$ cat src/rtl/bisched_pkg.sv
// Shared types and the behavioural cell pattern for the burst read scheduler.
// Assumes the pattern is only ever read; there is no write path.
package bisched_pkg;

    typedef enum logic [2:0] {
        BK_IDLE,
        BK_ACT,
        BK_READY,
        BK_BURST,
        BK_REC
    } bank_state_t;

    // Contents of one storage cell; callers truncate to the data width.
    function automatic int cell_value(input int bank, input int row,
                                      input int col, input int ncol);
        return (bank * 37 + row * ncol + col) % 256;
    endfunction

endpackage

$ cat src/rtl/bisched_bank.sv
// One bank: holds a row/column command, waits out activation, loads the
// opened row into its sense buffer, streams it out from the chosen column
// with wrap-around, then recovers. NCOL must be a power of two.
module bisched_bank #(
    parameter int BANK_ID = 0,
    parameter int NROW    = 8,
    parameter int NCOL    = 8,
    parameter int T_ACT   = 2,
    parameter int T_REC   = 4,
    parameter int DW      = 8
) (
    input  logic                      clk,
    input  logic                      rst_n,
    input  logic                      start,
    input  logic [$clog2(NROW)-1:0]   row,
    input  logic [$clog2(NCOL)-1:0]   col,
    input  logic                      burst_go,
    output logic                      idle,
    output logic                      ready,
    output logic [DW-1:0]             rd_byte
);
    import bisched_pkg::*;

    localparam int RBW  = $clog2(NROW);
    localparam int CBW  = $clog2(NCOL);
    localparam int MX1  = (T_ACT > T_REC) ? T_ACT : T_REC;
    localparam int MAXV = (MX1 > NCOL) ? MX1 : NCOL;
    localparam int CW   = $clog2(MAXV + 1);

    bank_state_t            state;
    logic [CW-1:0]          cnt;
    logic [RBW-1:0]         row_q;
    logic [CBW-1:0]         col_q;
    logic [CBW-1:0]         ptr;
    logic [NCOL-1:0][DW-1:0] sense;

    // Phase sequencer: activation, wait for bus, burst, recovery.
    always_ff @(posedge clk) begin
        if (!rst_n) begin
            state <= BK_IDLE;
            cnt   <= '0;
            row_q <= '0;
            col_q <= '0;
            ptr   <= '0;
            sense <= '0;
        end else begin
            case (state)
                BK_IDLE: begin
                    if (start) begin
                        state <= BK_ACT;
                        cnt   <= CW'(T_ACT - 1);
                        row_q <= row;
                        col_q <= col;
                    end
                end
                BK_ACT: begin
                    if (cnt == '0) begin
                        state <= BK_READY;
                        for (int j = 0; j < NCOL; j++) begin
                            sense[j] <= DW'(cell_value(BANK_ID, int'(row_q), j, NCOL));
                        end
                    end else begin
                        cnt <= cnt - 1'b1;
                    end
                end
                BK_READY: begin
                    if (burst_go) begin
                        state <= BK_BURST;
                        cnt   <= CW'(NCOL - 1);
                        ptr   <= col_q;
                    end
                end
                BK_BURST: begin
                    ptr <= ptr + 1'b1;
                    if (cnt == '0) begin
                        state <= BK_REC;
                        cnt   <= CW'(T_REC - 1);
                    end else begin
                        cnt <= cnt - 1'b1;
                    end
                end
                BK_REC: begin
                    if (cnt == '0) begin
                        state <= BK_IDLE;
                    end else begin
                        cnt <= cnt - 1'b1;
                    end
                end
                default: state <= BK_IDLE;
            endcase
        end
    end

    // Status and the byte selected by the column pointer.
    always_comb begin
        idle    = (state == BK_IDLE);
        ready   = (state == BK_READY);
        rd_byte = sense[ptr];
    end

endmodule

$ cat src/rtl/bisched_order_fifo.sv
// Keeps the bank indices of accepted commands in arrival order so bursts
// leave in that order. DEPTH must be a power of two.
module bisched_order_fifo #(
    parameter int DEPTH = 8,
    parameter int W     = 3
) (
    input  logic                        clk,
    input  logic                        rst_n,
    input  logic                        push,
    input  logic [W-1:0]                din,
    input  logic                        pop,
    output logic [W-1:0]                dout,
    output logic                        empty,
    output logic [$clog2(DEPTH+1)-1:0]  occ
);
    localparam int PW = $clog2(DEPTH);

    logic [W-1:0]  mem [DEPTH];
    logic [PW-1:0] wr_ptr;
    logic [PW-1:0] rd_ptr;

    // Write side storage.
    always_ff @(posedge clk) begin
        if (push) begin
            mem[wr_ptr] <= din;
        end
    end

    // Pointer and occupancy bookkeeping.
    always_ff @(posedge clk) begin
        if (!rst_n) begin
            wr_ptr <= '0;
            rd_ptr <= '0;
            occ    <= '0;
        end else begin
            if (push) wr_ptr <= wr_ptr + 1'b1;
            if (pop)  rd_ptr <= rd_ptr + 1'b1;
            case ({push, pop})
                2'b10:   occ <= occ + 1'b1;
                2'b01:   occ <= occ - 1'b1;
                default: occ <= occ;
            endcase
        end
    end

    // Head of queue.
    always_comb begin
        dout  = mem[rd_ptr];
        empty = (occ == '0);
    end

endmodule

$ cat src/rtl/bisched_bus_seq.sv
// Shared bus sequencer: starts the oldest bank's burst once that bank has
// its row open, and chains the next burst right after the last byte so the
// bus carries no idle cycle while work is queued.
module bisched_bus_seq #(
    parameter int NBANK = 8,
    parameter int NCOL  = 8
) (
    input  logic                       clk,
    input  logic                       rst_n,
    input  logic                       head_valid,
    input  logic [$clog2(NBANK)-1:0]   head_bank,
    input  logic [NBANK-1:0]           bank_ready,
    output logic                       pop,
    output logic [NBANK-1:0]           go,
    output logic                       active,
    output logic [$clog2(NBANK)-1:0]   cur_bank,
    output logic                       last
);
    localparam int BW = $clog2(NBANK);
    localparam int CBW = $clog2(NCOL);

    logic [CBW-1:0] beat;
    logic           take;

    // Decide whether the head burst starts on this edge.
    always_comb begin
        last = active && (beat == CBW'(NCOL - 1));
        take = head_valid && bank_ready[head_bank] && (!active || last);
        pop  = take;
        go   = '0;
        if (take) go[head_bank] = 1'b1;
    end

    // Beat counter and current bank of the burst on the bus.
    always_ff @(posedge clk) begin
        if (!rst_n) begin
            active   <= 1'b0;
            beat     <= '0;
            cur_bank <= '0;
        end else if (take) begin
            active   <= 1'b1;
            beat     <= '0;
            cur_bank <= head_bank;
        end else if (active) begin
            if (last) active <= 1'b0;
            else      beat   <= beat + 1'b1;
        end
    end

endmodule

$ cat src/rtl/bisched_top.sv
// Bank-interleaved burst read scheduler. Accepts one command per cycle to
// any idle bank, runs all banks' phases in parallel and puts their bursts
// on one byte-wide bus in acceptance order.
module bisched_top #(
    parameter int NBANK = 8,
    parameter int NROW  = 8,
    parameter int NCOL  = 8,
    parameter int T_ACT = 2,
    parameter int T_REC = 4,
    parameter int DW    = 8
) (
    input  logic                       clk,
    input  logic                       rst_n,
    input  logic                       req_valid,
    output logic                       req_ready,
    input  logic [$clog2(NBANK)-1:0]   req_bank,
    input  logic [$clog2(NROW)-1:0]    req_row,
    input  logic [$clog2(NCOL)-1:0]    req_col,
    output logic                       rsp_valid,
    output logic [DW-1:0]              rsp_data,
    output logic [$clog2(NBANK)-1:0]   rsp_bank,
    output logic                       rsp_last
);
    localparam int BW = $clog2(NBANK);

    logic [NBANK-1:0]          bank_idle;
    logic [NBANK-1:0]          bank_ready;
    logic [NBANK-1:0]          bank_start;
    logic [NBANK-1:0]          bank_go;
    logic [NBANK-1:0][DW-1:0]  bank_byte;
    logic                      accept;
    logic                      head_valid;
    logic                      fifo_empty;
    logic                      fifo_pop;
    logic [BW-1:0]             head_bank;
    logic [BW:0]               fifo_occ;
    logic                      seq_active;
    logic [BW-1:0]             seq_bank;
    logic                      seq_last;

    // Acceptance: addressed bank idle and room in the order queue.
    always_comb begin
        req_ready = bank_idle[req_bank] && (fifo_occ != (BW+1)'(NBANK));
        accept    = req_valid && req_ready;
        head_valid = !fifo_empty;
    end

    genvar gb;
    generate
        for (gb = 0; gb < NBANK; gb++) begin : g_bank
            assign bank_start[gb] = accept && (req_bank == BW'(gb));

            bisched_bank #(
                .BANK_ID (gb),
                .NROW    (NROW),
                .NCOL    (NCOL),
                .T_ACT   (T_ACT),
                .T_REC   (T_REC),
                .DW      (DW)
            ) u_bank (
                .clk      (clk),
                .rst_n    (rst_n),
                .start    (bank_start[gb]),
                .row      (req_row),
                .col      (req_col),
                .burst_go (bank_go[gb]),
                .idle     (bank_idle[gb]),
                .ready    (bank_ready[gb]),
                .rd_byte  (bank_byte[gb])
            );
        end
    endgenerate

    bisched_order_fifo #(
        .DEPTH (NBANK),
        .W     (BW)
    ) u_fifo (
        .clk   (clk),
        .rst_n (rst_n),
        .push  (accept),
        .din   (req_bank),
        .pop   (fifo_pop),
        .dout  (head_bank),
        .empty (fifo_empty),
        .occ   (fifo_occ)
    );

    bisched_bus_seq #(
        .NBANK (NBANK),
        .NCOL  (NCOL)
    ) u_seq (
        .clk        (clk),
        .rst_n      (rst_n),
        .head_valid (head_valid),
        .head_bank  (head_bank),
        .bank_ready (bank_ready),
        .pop        (fifo_pop),
        .go         (bank_go),
        .active     (seq_active),
        .cur_bank   (seq_bank),
        .last       (seq_last)
    );

    // Bus outputs taken from the bank currently bursting.
    always_comb begin
        rsp_valid = seq_active;
        rsp_bank  = seq_bank;
        rsp_last  = seq_last;
        rsp_data  = bank_byte[seq_bank];
    end

endmodule

$ cat config.mk
export PLATFORM = sky130hd
export DESIGN_NAME = bisched_top
export DESIGN_NICKNAME = d
export VERILOG_FILES = /design/src/rtl/bisched_pkg.sv /design/src/rtl/bisched_bank.sv /design/src/rtl/bisched_order_fifo.sv /design/src/rtl/bisched_bus_seq.sv /design/src/rtl/bisched_top.sv
export SDC_FILE = /design/constraint.sdc
export NUM_CORES = 1
export LEC_CHECK = 0
export BUFFER_PORTS_ARGS = -buffer_cell sky130_fd_sc_hd__buf_2
export CAP_MARGIN = 20
export CORE_ASPECT_RATIO = 1.4
export CORE_MARGIN = 4
export CORE_UTILIZATION = 40
export DETAILED_ROUTE_END_ITERATION = 10
export PLACE_DENSITY = 0.59
export SYNTH_ARGS = -nofsm -noshare
export SYNTH_HDL_FRONTEND = slang
export SYNTH_SLANG_ARGS = --single-unit
$ cat constraint.sdc
create_clock -name clk -period 6.9 [get_ports clk]
set_input_delay 1.035 -clock clk [delete_from_list [all_inputs] [get_ports clk]]
set_output_delay 1.035 -clock clk [all_outputs]
set_load 0.005 [all_outputs]
==> flow_metrics.env <==
export IMPL_synth_edff_count=24
export IMPL_skew_ns=0.0207
export IMPL_hp_class="reg2reg"
export IMPL_clk_latency_ns=0.56
export IMPL_m1WireLength_um=14100
export IMPL_layout_min_cycle_time_ns=4.00
export IMPL_drc_errors=0
export IMPL_yosysTopAreaCell="dfxtp_1"
export IMPL_crit_chain="mux4_2 -> mux2i_4 -> mux2i_1 -> a32oi_2 -> nand4_2 -> inv_1 -> ha_1 -> ha_1 -> a21o_1 -> a21oi_1 -> xnor2_1 -> or3_1 -> a21oi_1"
export IMPL_num_rows=77
export IMPL_timing_hold_ws_ns=0.450
export IMPL_ios=26
export IMPL_final_setup_viol_count=0
export IMPL_crit_fanout=20
export IMPL_ys_flop_type="dfxtp_1"
export IMPL_postCtsHoldBufs=0
export IMPL_first_global_vias=10262
export IMPL_antenna_found_initial=0
export IMPL_reg2reg_to="u_fifo.occ[3]"
export IMPL_finish_utilization=0.449
export IMPL_max_slew_margin_rel=0.320
export IMPL_tritoncts="done"
export IMPL_wl_per_cell_um=17.9
export IMPL_min_to="g_bank[4].u_bank.sense[27]"
export IMPL_power_total_mw=4.09
export IMPL_tightestPinTransition_ns=1.02
export IMPL_drive_gt1_frac=0.0829
export IMPL_post_synth_top_count_cell="dfxtp_1"
export IMPL_wl_met2_um=17200
export IMPL_crit_required_ns=7.38
export IMPL_via_per_inst=5.61
export IMPL_min_delay_start="g_bank[4].u_bank.sense[27]"
export IMPL_cts_resized=0
export IMPL_ys_seq_area_frac=0.405
export IMPL_startpoint_type="register"
export IMPL_final_hold_viol_count=0
export IMPL_clock_sinks=246
export IMPL_place_hpwl_um=23900
export IMPL_grt_usage=0.190
export IMPL_leakagePower_nw=5.29
export IMPL_core_area_um2=31500
export IMPL_synth_top_area_frac=0.348
export IMPL_grt_overflow=0
export IMPL_max_stage_delay_ns=0.74
export IMPL_post_cts_buffers=0
export IMPL_port_buffers=25
export IMPL_finalCritPeriodShare=0.580
export IMPL_dr_wl_met3_um=1300
export IMPL_drt_wl_total_um=33800
export IMPL_arrival_ns=4.48
export IMPL_cts_htree_levels=1
export IMPL_cp_top_family="multiplexers"
export IMPL_timing_fmax_ghz=0.250
export IMPL_cpMaxStageDelayCell="dfxtp_1"
export IMPL_grt_pass1_wl_um=54200
export IMPL_syn_area_um2=12800
export IMPL_placed_area_um2=13200
export IMPL_die_w_um=159
export IMPL_synth_area_top_cells="dfxtp_1 (35%), mux2i_1 (7.8%), nor2_1 (5.9%)"
export IMPL_start_util=0.405
export IMPL_fin_nets=1530
export IMPL_crit_type="reg2reg"
export IMPL_reg2regPathDepth=13
export IMPL_tns_ns=0
export IMPL_gp_congestion=0.841
export IMPL_die_area_um2=34900
export IMPL_ir_drop_v=0.000188
export IMPL_die_h_um=219
export IMPL_rsz0062_at_grt="false"
export IMPL_avgSynthCellArea_um2=8.55
export IMPL_grt_max_degree=73
export IMPL_via_count=10612
export IMPL_synth_nets=1548
export IMPL_antenna_cells=0
export IMPL_final_area_um2=14200
export IMPL_path_buf_inv=1
export IMPL_drv_slew=0
export IMPL_status="completed"
export IMPL_synth_distinct_cells=83
export IMPL_clockRootBuffer="clkbuf_16"
export IMPL_hold_path_cell_count=2
export IMPL_synth_common_cells="dfxtp_1 (222), nor2_1 (202), nand2_1 (140), a21oi_1 (130), mux2i_1 (99)"
export IMPL_drv_cap=0
export IMPL_routed_top_layer="met4"
export IMPL_dr_pass1_iters=5
export IMPL_yosys_warnings=0
export IMPL_drtIter0Drc=658
export IMPL_path_clk_slew_ns=0.06
export IMPL_syn_instance_count=1492
export IMPL_reg2reg_slack_ns=2.90
export IMPL_end_kind="register"
export IMPL_async_flop_share=0
export IMPL_ys_ff_latch=246
export IMPL_route_antenna_remaining_nets=0
export IMPL_max_clock_path_buffers=3
export IMPL_power_density_nw_per_um2=289
export IMPL_cts_buffers=28
export IMPL_area_delta_synth_final_pct=10.9
[metal layers]
layer,GRT usage,vias up
met5,0,-
met4,0.0790,0
met3,0.0201,66
met2,0.354,198
met1,0.224,5065
li1,-,5283
[flip-flops by register name (all words and copies together) (netlist names), named ones only]
signal and cells:
u_fifo.wr_ptr 3, u_fifo.rd_ptr 3, g_bank.u_bank.row_q 24, g_bank.u_bank.ptr 24, g_bank.u_bank.col_q 24, u_seq.active 1, u_fifo.mem 24, u_seq.beat 3
u_seq.cur_bank 3, u_fifo.occ 4, g_bank.u_bank.state 24, g_bank.u_bank.sense 74, g_bank.u_bank.cnt 32
[how the worst max path moves through the flow]
stage,startpoint,to,slack (ns),depth (start not counted)
global placement,req_bank[1],u_fifo.occ[3],2.69,13
detailed placement,req_bank[0],u_fifo.occ[3],2.63,13
floorplan,req_bank[0],u_fifo.occ[3],3.11,12
finish,register,u_fifo.occ[3],2.90,13
global route,register,u_fifo.occ[3],2.61,13
CTS,register,u_fifo.occ[3],2.90,13
[stage by stage]
stage	std cells	setup WS, ns
2_1_floorplan	1492	3.11
3_3_place_gp	1839	2.69
3_5_place_dp	1839	2.63
4_1_cts	1891	2.90
5_1_grt	1891	2.61
6_report	1891	2.90
[where the power goes]
part | internal [mW] | switching [mW]
logic | 0.316 | 0.558
registers | 1.53 | 0.0921
clock network | 0.978 | 0.618
total | 2.82 | 1.27
[logic make-up after synthesis]
| group | count (synthesis) | share of synthesized area |
|---|---|---|
| buf+inv | 139 | 0.0427 |
| mux | 108 | 0.0926 |
| flops | 246 | 0.405 |
| fa+ha+maj | 44 | 0.0437 |
| compound gates | 339 | 0.169 |
| xor+xnor | 36 | 0.0247 |
| simple gates | 580 | 0.223 |
[placed cells by master (no fill, tap or decap), drive strengths merged, types with 13 or more instances in the layout]
master,Yosys,routed
dfxtp,222,222
nor2,202,202
nand2,140,140
a21oi,130,130
mux2i,100,100
o21ai,59,59
inv,53,54
nand3,48,48
ha,43,43
a211oi,38,38
buf,12,38
clkbuf,74,34
nor3,29,29
nor3b,26,26
edfxtp,24,24
nand2b,23,23
xor2,19,19
xnor2,17,17
nand3b,16,16
a31oi,16,16
nor2b,16,16
and2,14,14
o22ai,13,13
or3,13,13
nand4,13,13
[worst reg2reg max path: stages (launching register included)]
cell and delay, ns:
dfxtp_1 0.74, mux4_2 0.44, mux2i_4 0.34, mux2i_1 0.20, a32oi_2 0.40, nand4_2 0.34
inv_1 0.14, ha_1 0.20, ha_1 0.25, a21o_1 0.17, a21oi_1 0.18, xnor2_1 0.09
or3_1 0.30, a21oi_1 0.13
[final cells by class]
class | count | area (µm²)
clock buffer | 34 | 763
inverter | 53 | 204
multi-input combinational | 1107 | 7070
sequential | 246 | 5160
timing repair buffer | 38 | 223
clock inverter | 18 | 243
tap | 395 | 494
fill | 3058 | 17300
(Power assumes the default switching activity.)
